### src/rtl/tick_pkg.sv
package tick_pkg;
  typedef enum logic [1:0] {
    ADR_COUNT   = 2'd0,
    ADR_LIMIT   = 2'd1,
    ADR_SOFTINT = 2'd2,
    ADR_RSVD    = 2'd3
  } tick_addr_e;
endpackage

### src/rtl/tick_rst_sync.sv
module tick_rst_sync #(
  parameter int STAGES = 2
) (
  input  logic clk,
  input  logic rst_n,
  output logic rst_n_sync
);
  logic [STAGES-1:0] sync_q;

  always_ff @(posedge clk or negedge rst_n) begin
    if (!rst_n) sync_q <= '0;
    else        sync_q <= {sync_q[STAGES-2:0], 1'b1};
  end

  assign rst_n_sync = sync_q[STAGES-1];
endmodule

### src/rtl/tick_counter.sv
module tick_counter #(
  parameter int VAL_W = 63
) (
  input  logic             clk,
  input  logic             rst_n,
  input  logic             load,
  input  logic [VAL_W-1:0] load_val,
  input  logic             step,
  output logic [VAL_W-1:0] cnt,
  output logic [VAL_W-1:0] cnt_inc
);
  logic [VAL_W-1:0] cnt_d;
  logic             cnt_en;

  always_comb begin
    cnt_inc = cnt + 1'b1;
    cnt_en  = load | step;
    cnt_d   = load ? load_val : cnt_inc;
  end

  always_ff @(posedge clk or negedge rst_n) begin
    if (!rst_n)      cnt <= '0;
    else if (cnt_en) cnt <= cnt_d;
  end
endmodule

### src/rtl/tick_compare.sv
module tick_compare #(
  parameter int VAL_W = 63
) (
  input  logic             clk,
  input  logic             rst_n,
  input  logic             lim_wr,
  input  logic             cnt_wr,
  input  logic [VAL_W-1:0] wval,
  input  logic             wdis,
  input  logic [VAL_W-1:0] cnt,
  input  logic [VAL_W-1:0] cnt_inc,
  input  logic             eval,
  output logic [VAL_W-1:0] lim,
  output logic             fire
);
  logic [VAL_W-1:0] lim_d;
  logic             armed, armed_d;
  logic             late, late_d;
  logic             upd;

  always_comb begin
    lim_d   = lim;
    armed_d = armed;
    late_d  = late;
    fire    = eval && armed && (late || (cnt_inc == lim));
    if (lim_wr) begin
      lim_d   = wval;
      armed_d = (wval != '0) && !wdis;
      late_d  = (wval <= cnt);
    end else if (cnt_wr) begin
      if (wdis) armed_d = 1'b0;
      late_d = (lim <= wval);
    end else if (fire) begin
      armed_d = 1'b0;
      late_d  = 1'b0;
    end
    upd = lim_wr | cnt_wr | fire;
  end

  always_ff @(posedge clk or negedge rst_n) begin
    if (!rst_n) begin
      lim   <= '0;
      armed <= 1'b0;
      late  <= 1'b0;
    end else if (upd) begin
      lim   <= lim_d;
      armed <= armed_d;
      late  <= late_d;
    end
  end
endmodule

### src/rtl/tick_rdmux.sv
module tick_rdmux
  import tick_pkg::*;
#(
  parameter int CNT_W = 64
) (
  input  logic             rd_en,
  input  logic [1:0]       addr,
  input  logic [CNT_W-2:0] cnt,
  input  logic [CNT_W-2:0] lim,
  input  logic             dis,
  input  logic             flag,
  output logic [CNT_W-1:0] rdata
);
  always_comb begin
    rdata = '0;
    if (rd_en) begin
      unique case (tick_addr_e'(addr))
        ADR_COUNT:   rdata = {dis, cnt};
        ADR_LIMIT:   rdata = {dis, lim};
        ADR_SOFTINT: rdata = {{(CNT_W-1){1'b0}}, flag};
        default:     rdata = '0;
      endcase
    end
  end
endmodule

### src/rtl/tick_timer.sv
module tick_timer
  import tick_pkg::*;
#(
  parameter int CNT_W = 64
) (
  input  logic             clk,
  input  logic             rst_n,
  input  logic             tick_en,
  input  logic             wr_en,
  input  logic             rd_en,
  input  logic [1:0]       addr,
  input  logic [CNT_W-1:0] wdata,
  output logic [CNT_W-1:0] rdata,
  input  logic             match_clr,
  output logic             match_flag
);
  localparam int VAL_W = CNT_W - 1;

  logic             rst_n_i;
  logic             cnt_wr, lim_wr, eval, fire;
  logic [VAL_W-1:0] cnt, cnt_inc, lim;
  logic             dis, dis_d, dis_en;
  logic             flag_d, flag_en;

  tick_rst_sync #(.STAGES(2)) u_rst (
    .clk(clk), .rst_n(rst_n), .rst_n_sync(rst_n_i)
  );

  always_comb begin
    cnt_wr  = wr_en && (tick_addr_e'(addr) == ADR_COUNT);
    lim_wr  = wr_en && (tick_addr_e'(addr) == ADR_LIMIT);
    eval    = tick_en && !wr_en;
    dis_en  = cnt_wr | lim_wr;
    dis_d   = wdata[CNT_W-1];
    flag_en = fire | match_clr;
    flag_d  = fire;
  end

  tick_counter #(.VAL_W(VAL_W)) u_cnt (
    .clk(clk), .rst_n(rst_n_i), .load(cnt_wr), .load_val(wdata[VAL_W-1:0]),
    .step(eval), .cnt(cnt), .cnt_inc(cnt_inc)
  );

  tick_compare #(.VAL_W(VAL_W)) u_cmp (
    .clk(clk), .rst_n(rst_n_i), .lim_wr(lim_wr), .cnt_wr(cnt_wr),
    .wval(wdata[VAL_W-1:0]), .wdis(wdata[CNT_W-1]), .cnt(cnt),
    .cnt_inc(cnt_inc), .eval(eval), .lim(lim), .fire(fire)
  );

  always_ff @(posedge clk or negedge rst_n_i) begin
    if (!rst_n_i)    dis <= 1'b1;
    else if (dis_en) dis <= dis_d;
  end

  always_ff @(posedge clk or negedge rst_n_i) begin
    if (!rst_n_i)     match_flag <= 1'b0;
    else if (flag_en) match_flag <= flag_d;
  end

  tick_rdmux #(.CNT_W(CNT_W)) u_rd (
    .rd_en(rd_en), .addr(addr), .cnt(cnt), .lim(lim), .dis(dis),
    .flag(match_flag), .rdata(rdata)
  );
endmodule

### config.mk
export PLATFORM = sky130hd
export DESIGN_NAME = tick_timer
export DESIGN_NICKNAME = d
export VERILOG_FILES = /design/src/rtl/tick_pkg.sv /design/src/rtl/tick_rst_sync.sv /design/src/rtl/tick_counter.sv /design/src/rtl/tick_compare.sv /design/src/rtl/tick_rdmux.sv /design/src/rtl/tick_timer.sv
export SDC_FILE = /design/constraint.sdc
export NUM_CORES = 1
export LEC_CHECK = 0
export BUFFER_PORTS_ARGS = -buffer_cell sky130_fd_sc_hd__buf_4
export CAP_MARGIN = 20
export CORE_MARGIN = 5
export CORE_UTILIZATION = 45
export CTS_CLUSTER_SIZE = 28
export DETAILED_ROUTE_END_ITERATION = 8
export PLACE_DENSITY = 0.63
export SLEW_MARGIN = 10
export SYNTH_ARGS = -nofsm -noshare
export SYNTH_HDL_FRONTEND = slang
export SYNTH_SLANG_ARGS = --single-unit
### constraint.sdc
create_clock -name clk -period 12.3 [get_ports clk]
set_clock_uncertainty 0.15 [all_clocks]
set_input_delay 0.615 -clock clk [delete_from_list [all_inputs] [get_ports clk]]
set_output_delay 0.615 -clock clk [all_outputs]
set_load 0.005 [all_outputs]
---- After elaboration in Yosys (flattened, before gate mapping) ----
Cells that the tools add are included.
word-level totals
  flip-flop bits (word level) ............. 132
  memory bits (writable) .................. 0
  output and inout bits ................... 65
  memories ................................ 0
  bits in latches ......................... 0
  memory bits (read-only) ................. 0
  word-level logic and storage cells ...... 42
operators by class
  reduce and logical (&&, ||, !) cells .... 15
  bitwise logic cells ..................... 4
  multipliers ............................. 0
  divide/modulo/power cells ............... 0
  muxes and demuxes ....................... 9
  add/sub/neg operators ................... 1
  eq/ne operators ......................... 4
  shifts and indexed selects .............. 0
  magnitude comparators ................... 2
operators with widths
  cell                                                   number
  one-hot mux 64 bit (3 select lines)                    1
  <= comparator 63 bit                                   2
  two-way mux 64 bit                                     1
  adder 63 x 1 -> 63 bit, second input constant          1
  == test 63 bit                                         1
  two-way mux 63 bit                                     1
  nonzero test 63 bit                                    1
  logical AND 1 bit                                      6
  two-way mux 1 bit                                      6
  bitwise OR 1 bit                                       4
  AND reduction 2 bit                                    2
  inequality test 3 x 2 -> 1 bit, second input constant  1
  AND reduction 3 bit                                    1
  nonzero test 3 bit                                     1
  == test 2 x 1 -> 1 bit, second input constant          1
  == test 2 bit, second input constant                   1
  zero test 1 bit                                        2
  zero test 2 bit                                        1
  logical OR 1 bit                                       1

---- Longest topological paths before layout ----
Gate-level depths: netlist of the first run.
  depth after elaboration ................. 7
  gate-level depth with buffers ........... 12
  gate-level depth less buffers ........... 11

---- By module ----
A second synthesis of the first run with hierarchy kept.
second synthesis, totals
  cell total of the unflattened synthesis .. 1,475
  area, all modules ....................... 12,520.8 um2
by module, submodules not included
  module         cells an instance  times used  area an instance (um2)  sequential area each (um2)
  tick_compare   708                1           6,453.7                 1,626.6
  tick_counter   610                1           4,869.7                 1,576.5
  tick_rdmux     145                1           1,032.2                 0.0
  tick_timer     9                  1           111.4                   51.3
  tick_rst_sync  3                  1           53.8                    50.0

---- Least setup slack after synthesis of the first run ----
No wires, ideal clock.
  path kind ............................... flip-flop to flip-flop
  start ................................... reg u_cnt.cnt[1]
  end ..................................... reg u_cmp.armed
  arrival ................................. 2.911 ns
  path buffers ............................ 1
  library setup time ...................... 0.120 ns
  slack ................................... 9.118 ns
  stages on the path, launching flop included .. 12
  period minus slack after synthesis ...... 3.182 ns
  data required time ...................... 12.030 ns
  cells stage by stage .................... dfrtp_1 -> ha_1 -> and4_1 -> buf_2 -> nand4_1 -> or4_1 -> a2111oi_0 -> and4_1 -> nand3_1 -> nor4_1 -> nand4_1 -> a41o_1
between the ends
  longest elaborated chain between the ends .. 6
ends and longest elaborated chain
  what                                                                            line                RTL
  start, declared                                                                 tick_counter.sv:9   output logic [VAL_W-1:0] cnt,
  start signal, assigned                                                          tick_counter.sv:23  else if (cnt_en) cnt <= cnt_d;
  adder 63 x 1 -> 63 bit *                                                        tick_counter.sv:16  cnt_inc = cnt + 1'b1;
  == test 63 bit *                                                                tick_compare.sv:25  fire = eval && armed && (late || (cnt_inc == lim));
  logical OR 1 bit *                                                              tick_compare.sv:25
  logical AND 1 bit *                                                             tick_compare.sv:25
  nonzero test 3 bit (no source line) / bitwise OR 1 bit (equally long branches)  --
  AND reduction 3 bit (no source line) *                                          --
  end signal, assigned                                                            tick_compare.sv:47  armed <= armed_d;
  end, declared                                                                   tick_compare.sv:17  logic armed, armed_d;
Every way passes the cells marked *; elsewhere a longest branch is shown, timed or not.
A chain may end at the register's enable or synchronous reset.

---- Worst setup path after layout of the first run ----
  start ................................... reg u_cnt.cnt[0]
  end ..................................... reg u_cmp.armed
The elaborated chain is that of the path after synthesis.

==> results of run 1 <==
## final timing paths
path,endpoint,startpoint,slack [ns]
min in group clk,u_rst.sync_q[1]$_DFF_PN0_,u_rst.sync_q[0]$_DFF_PN0_,0.21
worst max register to register,u_cmp.armed$_DFFE_PN0P_,u_cnt.cnt[0]$_DFFE_PN0P_,7.94
max in group asynchronous,u_cmp.lim[33]$_DFFE_PN0P_,u_rst.sync_q[1]$_DFF_PN0_,10.70
worst max-delay path,u_cmp.armed$_DFFE_PN0P_,u_cnt.cnt[0]$_DFFE_PN0P_,7.94
worst min register to register,u_cnt.cnt[6]$_DFFE_PN0P_,u_rst.sync_q[1]$_DFF_PN0_,0.17
worst min-delay path,u_cnt.cnt[6]$_DFFE_PN0P_,u_rst.sync_q[1]$_DFF_PN0_,0.17
## report_power, final
group	internal (mW)	total [mW]	switching (mW)
logic	0.238	0.554	0.316
registers	0.496	0.625	0.129
clock network	0.307	0.526	0.218
## cell type report
class                      count  share of cell area
timing repair buffer         147             0.07691
sequential                   132              0.2300
tap                          378             0.03289
inverter                     133             0.03471
clock buffer                  22             0.03228
clock inverter                10            0.007482
multi-input combinational   1226              0.5857
## registers in the layout (all words and copies together), names as in the netlist
signal	count
dis	1
match_flag	1
u_cmp.lim	63
u_cmp.armed	1
u_cnt.cnt	63
u_cmp.late	1
u_rst.sync_q	2
## Yosys cell counts (all sizes together), types with 8 or more instances
cell type | n | area (µm²)
a2111oi | 10 | 87.58
a21o | 47 | 352.8
a21oi | 81 | 405.4
a221o | 17 | 170.2
a31oi | 10 | 62.56
a32oi | 13 | 113.9
and3 | 16 | 100.1
and4 | 13 | 113.9
buf | 29 | 143.9
clkbuf | 75 | 284.0
dfrtp | 131 | 3278
ha | 127 | 1589
inv | 133 | 499.2
mux2i | 65 | 650.6
nand2 | 154 | 578.1
nand2b | 9 | 56.30
nand3 | 38 | 200.2
nand4 | 76 | 526.8
nor2 | 118 | 442.9
nor2b | 8 | 50.05
nor3 | 40 | 205.2
nor4 | 52 | 397.9
o21ai | 149 | 745.7
o311ai | 9 | 78.83
or3 | 8 | 55.05
xnor2 | 58 | 508.0
xor2 | 28 | 245.2
## kinds of logic after synthesis
logic type / count (synthesis) / share of synthesized area
flops: 132 / 0.2619
compound gates: 392 / 0.1966
buf+inv: 237 / 0.07349
xor+xnor: 86 / 0.05971
simple gates: 553 / 0.2287
fa+ha+maj: 127 / 0.1260
mux: 67 / 0.05336
other cells: 1 / 0.0002972
## metal layers
metal	global-route usage	routed length, µm
met5	0	0
met4	0.1363	2198
met3	0.04985	3500
met2	0.5010	22730
met1	0.4067	20280
## stage by stage
step | cells | hold slack (ns)
after global placement | 2015 | 0.1834
final | 2048 | 0.1712
after detailed placement | 2015 | 0.1859
after global routing | 2048 | 0.2119
after CTS | 2048 | 0.1884
after floorplan | 1595 | 0.1694
## worst max-delay path, stage by stage (launching register included)
cell       delay, ns
dfrtp_1         0.53
ha_1            0.33
and4_1          0.38
nand4_1         0.49
or4_1           0.62
a2111oi_0       0.66
and4_1          0.29
nand3_1         0.07
nor4_1          0.26
nand4_1         0.18
a41o_1          0.27
==> metrics, run 1 <==
Hold-fix buffers, CTS 1; post-synthesis sequential area ratio 0.2619; Leak 6.571 nW; fin nets 1,856; number of CTS-inserted buffers 17; Die ar. 31,480 µm²; Setup violations, final 0; fin util 0.5191; status complete, no violations; Post-Syn Area 12,620 µm²; most frequent cells in the layout nand2_1, o21ai_0, buf_4; synthesized instance count 1,595; Main synth FF type dfrtp_1; Final Cycle Share 0.3541; Warnings, synthesis 0; CTS tree done; asr flop ratio synth 1.000; Via density 6.233; Layout area overhead 13.99%; Port Buffer Count 136; multi-input logic area 8423 µm²; Reg2Reg Depth 10; peak fanout along the critical path 10; Placement Setup Slack 8.101 ns; hpwl dp 37.02 mm; clock sinks 132; DR DRC count 0; DRT iter0 DRCs 1,143; Post-synth EDFFs 0; post-CTS sizing 0; Clock Path Buffers 2; share of layout cells above drive strength 1 0.1234; Total Wirelength 48.71 mm; PD cells 118.6 nW/µm²; GR Overflow Total 0; root buffer cell clkbuf_16; Sequential cell area 3308 µm²; Max Slew Vio Count 0; # Post-CTS Setup Buffers 0; final setup margin 7.945 ns; pin count of the biggest net entering global routing 69; final-layout fill cell count 2,748; Synth cell types 72; Worst-Margin Slew 1.132 ns; first-pass GRT wire length 75.30 mm; io pins 137; fmax 0.2296 GHz; RSZ-0062 raised after global routing false; gp weighted congestion 1.012; max-cap violations 0; antenna cells 0; critical path class reg2reg; Final Cell Area 14,380 µm²; Final Hold Fails 0; vias in the first global route 12,407; die width 177.4 µm; WP data required 12.48 ns; Avg WL per Cell 23.78 µm; number of synthesized register bits 132; latest clock arrival within the worst-skew pair 0.45 ns; core area 27,710 µm²; Peak VDD IR 92.99 µV; post-route ant nets 0; via count 12,766; initial antenna violation count 0; first-pass detailed-route iteration total 5; Core Rows 61; die height 177.4 µm; total negative slack 0 ns; Setup crit end kind register; Mean Syn Cell Area 7.910 µm²; Rel. slew slack 0.2427; Critical Path AT 4.54 ns; Tot GR Track Use 0.3089; worst min path class reg2async; Mapped Nets 1,794; clock-pin slew of the registers on the worst-case setup and hold paths 0.07 ns; Startpoint Class register; placed cell area 13,800 µm²; most common cell after layout, fill and taps aside nand2_1; htree depth 4; total power 1.705 mW; Tmin final 4.355 ns; initial core utilization 0.4554
No activity file was read; power rests on OpenSTA's default activity.
==> run 2, diff against run 1 <==
==> constraint.sdc (replaced) <==
create_clock -name clk -period 4.2 [get_ports clk]
set_clock_uncertainty 0.15 [all_clocks]
set_input_delay 0.21 -clock clk [delete_from_list [all_inputs] [get_ports clk]]
set_output_delay 0.21 -clock clk [all_outputs]
set_load 0.005 [all_outputs]
==> run 2 against run 1 <==
Compared with the run above:
- utilization increased by 2.8 points
- sequential share of layout area is 1.2 points lower
- die area stayed put
- first-iteration DRC count rose by 7.7%
- final cell count grew 4.0%
- routed wire length about the same
- via count grew 2.1%
- critical endpoint unchanged
- cell area grew 5.5%
- clock power increased to 2.8 times the previous value
- worst setup slack lost 7.7 ns
==> metrics, run 2 (synthesis results as in run 1) <==
root buffer cell clkbuf_16; most common cell after layout, fill and taps aside buf_4; WP data required 4.37 ns (-8.11 ns); highest routed layer met4; clock sinks 132 (unchanged); Layout area overhead 20.21%; vias in the first global route 12,792 (+3.1%); crit path buf inv count 0 (unchanged); DR DRC count 0 (unchanged); peak fanout along the critical path 10 (unchanged); WP depth 10 (unchanged); Tmin final 3.924 ns (-0.4307 ns); Worst-Margin Slew 1.078 ns (-0.05317 ns); initial antenna violation count 0 (unchanged); Setup crit end kind register; status complete, no violations; routed length on met2 22.76 mm (+0.14%); Largest regs u_cmp.lim: 63 flops, u_cnt.cnt: 63 flops, u_rst.sync_q: 2 flops; fin util 0.5474 (+0.02831); Setup violations, final 0 (unchanged); share of layout cells above drive strength 1 0.1290 (+0.005642); worst min path class in2reg; antenna cells 0 (unchanged); Startpoint Class register; CP peak stage delay 0.66 ns (about the same); Final Hold Fails 0 (unchanged); hpwl dp 36.54 mm (-1.3%); post-route ant nets 0 (unchanged); die height 177.4 µm (unchanged); initial core utilization 0.4554 (unchanged); Rel. slew slack 0.2783 (+0.03558); Tot GR Track Use 0.3089 (about the same); Via density 6.120 (-1.8%); # Post-CTS Setup Buffers 0 (unchanged); Clock Path Buffers 2 (unchanged); fmax 0.2548 GHz (+11%); RSZ-0062 raised after global routing false; via count 13,036 (+2.1%); first-pass GRT wire length 75.42 mm (+0.16%); pin count of the biggest net entering global routing 131 (+90%); Core Rows 61 (unchanged); Port Buffer Count 136 (unchanged); DRT iter0 DRCs 1,231 (+7.7%); htree depth 4 (unchanged); Die ar. 31,480 µm² (unchanged); Metal-1 WL 20.65 mm (+1.8%); max-cap violations 0 (unchanged); clock-pin slew of the registers on the worst-case setup and hold paths 0.07 ns (about the same); Reg2Reg Depth 10 (unchanged); Leak 6.910 nW (+5.2%); Peak VDD IR 235.8 µV (+150%); gp weighted congestion 0.9997 (-1.2%); PD cells 328.4 nW/µm² (+180%); Final Cycle Share 0.9344 (+0.5803); Avg WL per Cell 22.85 µm (-3.9%); Max Slew Vio Count 0 (unchanged); DR WL met3 3.092 mm (-12%); Critical Path AT 4.10 ns (-0.44 ns); most frequent cells in the layout buf_4, nand2_1, o21ai_0; slowest CP cell a2111oi_0; first-pass detailed-route iteration total 5 (unchanged); hold path depth 4; fin nets 1,938 (+4.4%); Crit path max-delay family simple AND/OR/NAND/NOR gates; Total Wirelength 48.66 mm (about the same); GR Overflow Total 0 (unchanged); total negative slack 0 ns (unchanged); latest clock arrival within the worst-skew pair 0.44 ns (about the same); CTS tree done; io pins 137 (unchanged); die width 177.4 µm (unchanged); core area 27,710 µm² (unchanged); number of CTS-inserted buffers 17 (unchanged); critical path class reg2reg; crit-path cells ha_1 -> and4_1 -> nand4_1 -> or4_1 -> a2111oi_0 -> and4_1 -> nand3_1 -> nor4_1 -> nand4_1 -> a41o_1
## run 2: cell count changes in the layout (fill, tap and decap cells not counted), sizes merged
cell         before  now
dlygate4sd3       1   67
buf             146  162
clkbuf           22   19
clkinvlp          3    6
bufinv            2    1
clkinv            5    6
## run 2: what timing repair did
item                                   CTS  global route
endpoints found under the hold margin  127             0
gates resized for setup                  0             2
hold buffers                            67             0
setup endpoints to repair                0             1
## run 2: layout make-up
| type | instances | area, µm² |
|---|---|---|
| fillers | 2630 | 12540 |
| multi-input cells | 1226 | 8431 |
| flip-flops and latches | 132 | 3308 |
| repair buffers | 229 | 1899 |
| inverters | 133 | 499.2 |
| well taps | 378 | 473.0 |
| clock buffers | 19 | 442.9 |
| clock inverters | 13 | 112.6 |
## run 2: stage by stage
| stage | setup slack, ns | std cells | hold slack, ns | power (mW) | area (µm²) |
|---|---|---|---|---|---|
| finish | 0.2756 | 2130 | 0.09938 | 4.980 | 15170 |
| global route | 0.04466 | 2130 | 0.1752 | 5.267 | 15170 |
| CTS | 0.2669 | 2130 | 0.08750 | 4.974 | 15150 |
| detailed placement | 0.3150 | 2031 | -0.1549 | 3.436 | 13930 |
| global placement | 0.3061 | 2031 | -0.1573 | 3.415 | 13930 |
| floorplan | 0.1018 | 1595 | -0.2356 | 2.828 | 12620 |
## run 2: report_power, final
part | internal, mW | total (mW) | switching, mW
Clock | 0.826 | 1.48 | 0.652
Sequential | 1.45 | 1.81 | 0.362
Combinational | 0.741 | 1.69 | 0.947
## run 2: final timing paths
| kind | startpoint | end | slack [ns] |
|---|---|---|---|
| max | u_cnt.cnt[0]$_DFFE_PN0P_ | u_cmp.armed$_DFFE_PN0P_ | 0.28 |
| min | addr[1] | u_cmp.lim[62]$_DFFE_PN0P_ | 0.1 |
| max reg2reg | u_cnt.cnt[0]$_DFFE_PN0P_ | u_cmp.armed$_DFFE_PN0P_ | 0.28 |
| min reg2reg | u_rst.sync_q[0]$_DFF_PN0_ | u_rst.sync_q[1]$_DFF_PN0_ | 0.21 |
| max in group asynchronous | u_rst.sync_q[1]$_DFF_PN0_ | u_cnt.cnt[43]$_DFFE_PN0P_ | 2.99 |
| min in group asynchronous | u_rst.sync_q[1]$_DFF_PN0_ | u_cmp.lim[5]$_DFFE_PN0P_ | 0.30 |
## run 2: worst register-to-register path: cells and delay by family, from the launching register on
family / cells / cell delay, ns
AND/OR/NAND/NOR: 7 / 1.85
AO/OA/AOI/OAI: 2 / 0.94
flip-flops: 1 / 0.54
adder cells (fa/ha/maj): 1 / 0.34
## run 2: metal layers
layer	vias up	global-route usage
li1	6066	-
met1	6297	0.4059
met2	549	0.5041
met3	124	0.04772
met4	0	0.1363
met5	-	0
==> run 3, diff against run 2 <==
--- a/config.mk
+++ b/config.mk
@@ -7,11 +7,13 @@
 export LEC_CHECK = 0
 export BUFFER_PORTS_ARGS = -buffer_cell sky130_fd_sc_hd__buf_4
 export CAP_MARGIN = 20
+export CORE_ASPECT_RATIO = 0.5
 export CORE_MARGIN = 5
 export CORE_UTILIZATION = 45
-export CTS_CLUSTER_SIZE = 28
+export CTS_CLUSTER_SIZE = 8
 export DETAILED_ROUTE_END_ITERATION = 8
 export PLACE_DENSITY = 0.63
+export SKIP_CTS_REPAIR_TIMING = 1
 export SLEW_MARGIN = 10
 export SYNTH_ARGS = -nofsm -noshare
 export SYNTH_HDL_FRONTEND = slang
==> run 3 against run 2 <==
Compared with the run above:
- sequential share of layout area down 0.37 points
- highest routed layer is now met5
- register-to-register slack got worse by 0.13 ns
- hold slack worse by 0.12 ns
- count of clock-buffer cells in the layout grew 1
- flip-flop and latch count unchanged
- sequential power barely moved
- via count increased by 2.0%
- non-clock buffer count increased by 18
- critical endpoint unchanged
- total power rose by 6.9%
- fmax decreased by 3.2%
- final cell count rose by 1.1%
- critical path depth unchanged
- critical path type unchanged
- the run now ends with negative hold slack left
==> metrics, run 3 (synthesis results as in run 1) <==
Final Hold Fails 3 (+3); Setup crit end kind register; io pins 137 (unchanged); WP data required 4.39 ns (+0.02 ns); Setup violations, final 0 (unchanged); DRT iter0 DRCs 1,406 (+14%); initial core utilization 0.4562 (+0.0008447); worst min path class in2reg; post-route ant nets 0 (unchanged); core area 27,650 µm² (-0.19%); Worst-Margin Slew 1.175 ns (+0.09676 ns); final-layout fill cell count 2,631 (+0.038%); Total Wirelength 53.26 mm (+9.4%); first-pass detailed-route iteration total 9 (+4); failing checks negative hold slack; Tot GR Track Use 0.3294 (+0.02049); DR DRC count 0 (unchanged); first-pass GRT wire length 79.03 mm (+4.8%); most frequent cells in the layout buf_4, nand2_1, o21ai_0; Avg WL per Cell 24.74 µm (+8.3%); latest clock arrival within the worst-skew pair 0.46 ns (+0.02 ns); most common cell after layout, fill and taps aside buf_4; Final Cell Area 15,430 µm² (+1.7%); Final Cycle Share 0.9653 (+0.03091); CTS tree done; total negative slack 0 ns (unchanged); multi-input logic area 8426 µm² (about the same); Via density 6.178 (+0.94%); Port Buffer Count 136 (unchanged); Tmin final 4.054 ns (+0.1298 ns); GR Overflow Total 0 (unchanged); Layout area overhead 22.27%; Core Rows 43 (-30%); placed cell area 14,090 µm² (+1.2%); Clock Path Buffers 2 (unchanged); Sequential cell area 3308 µm² (unchanged); Startpoint Class register; gp weighted congestion 1.004 (+0.38%); via count 13,301 (+2.0%); Critical Path AT 4.24 ns (+0.14 ns); placed cells 2,054 (+1.1%); fmax 0.2467 GHz (-3.2%); critical path class reg2reg; hpwl dp 40.42 mm (+11%); fin cells 2,153 (+1.1%); Fin Hold WS -0.01677 ns (-0.1162 ns); root buffer cell clkbuf_16; vias in the first global route 12,621 (-1.3%); status complete, but fails checks; share of layout cells above drive strength 1 0.1379 (+0.008858); PD cells 344.9 nW/µm² (+5.1%); Max Slew Vio Count 0 (unchanged); Die ar. 31,690 µm² (+0.65%); pin count of the biggest net entering global routing 129 (-1.5%); Rel. slew slack 0.2136 (-0.06475); max-cap violations 0 (unchanged); peak fanout along the critical path 8 (-2); clock-pin slew of the registers on the worst-case setup and hold paths 0.07 ns (about the same); Largest regs u_cmp.lim: 63 flops, u_cnt.cnt: 63 flops, u_rst.sync_q: 2 flops; die height 128.4 µm (-28%); number of CTS-inserted buffers 17 (unchanged); RSZ-0062 raised after global routing false; die width 246.8 µm (+39%); initial antenna violation count 1 (+1); Peak VDD IR 301.0 µV (+28%); fin nets 1,956 (+0.93%); final setup margin 0.1458 ns (-0.1298 ns); clock sinks 132 (unchanged); Placement Setup Slack 0.3417 ns (+0.02676 ns); htree depth 4 (unchanged); Leak 7.068 nW (+2.3%)
[run 3: stage by stage]
step           power [mW]    util  hold slack, ns
4_1_cts             5.239  0.5329         -0.6504
3_5_place_dp        3.504  0.5094         -0.1565
2_1_floorplan       2.828       -         -0.2356
5_1_grt             5.599  0.5577         0.01829
6_report            5.321  0.5578        -0.01677
3_3_place_gp        3.472  0.5094         -0.1580
[run 3: worst paths after layout]
kind	from	to	slack, ns	depth (start not counted)
worst max-delay path	u_cnt.cnt[33]$_DFFE_PN0P_	u_cmp.armed$_DFFE_PN0P_	0.15	10
worst min-delay path	wdata[6]	u_cmp.lim[6]$_DFFE_PN0P_	-0.02	3
worst max register to register	u_cnt.cnt[33]$_DFFE_PN0P_	u_cmp.armed$_DFFE_PN0P_	0.15	10
worst min register to register	u_rst.sync_q[1]$_DFF_PN0_	u_cmp.lim[17]$_DFFE_PN0P_	0.17	0
max in group asynchronous	u_rst.sync_q[1]$_DFF_PN0_	u_cnt.cnt[47]$_DFFE_PN0P_	2.77	1
min in group asynchronous	u_rst.sync_q[1]$_DFF_PN0_	u_cmp.lim[17]$_DFFE_PN0P_	0.17	0
[run 3: metal layers]
metal | part of all wire | routed length [µm] | GRT usage | vias to the layer above
li1 | - | - | - | 6125
met1 | 0.45 | 24220 | 0.4746 | 6457
met2 | 0.41 | 22040 | 0.4709 | 624
met3 | 0.10 | 5318 | 0.1013 | 93
met4 | 0.030 | 1595 | 0.1039 | 2
met5 | 0.0017 | 90 | 0.02059 | -
[run 3: area by class of cell]
| class | count | area share |
|---|---|---|
| antenna | 1 | 0.0001622 |
| multi-input combinational | 1226 | 0.5462 |
| timing repair buffer | 247 | 0.1337 |
| sequential | 132 | 0.2145 |
| clock inverter | 12 | 0.01322 |
| clock buffer | 20 | 0.02896 |
| inverter | 133 | 0.03236 |
| tap | 382 | 0.03098 |
[run 3: power breakdown]
part           internal [mW]  switching, mW  leakage, nW  total [mW]
Sequential              1.45          0.351         1.68        1.80
Clock                   1.07          0.656        0.307        1.73
Combinational          0.764           1.03         5.08        1.79
[run 3: worst max-delay path, stage by stage (launching register included)]
cell and delay (ns):
dfrtp_1 0.46, nand4_1 0.39, nor3_1 0.60, nand4_2 0.39, buf_4 0.32, or4_1 0.59, nand3_1 0.11, o21ai_0 0.13
a211oi_1 0.28, nand4_1 0.22, a41o_1 0.29
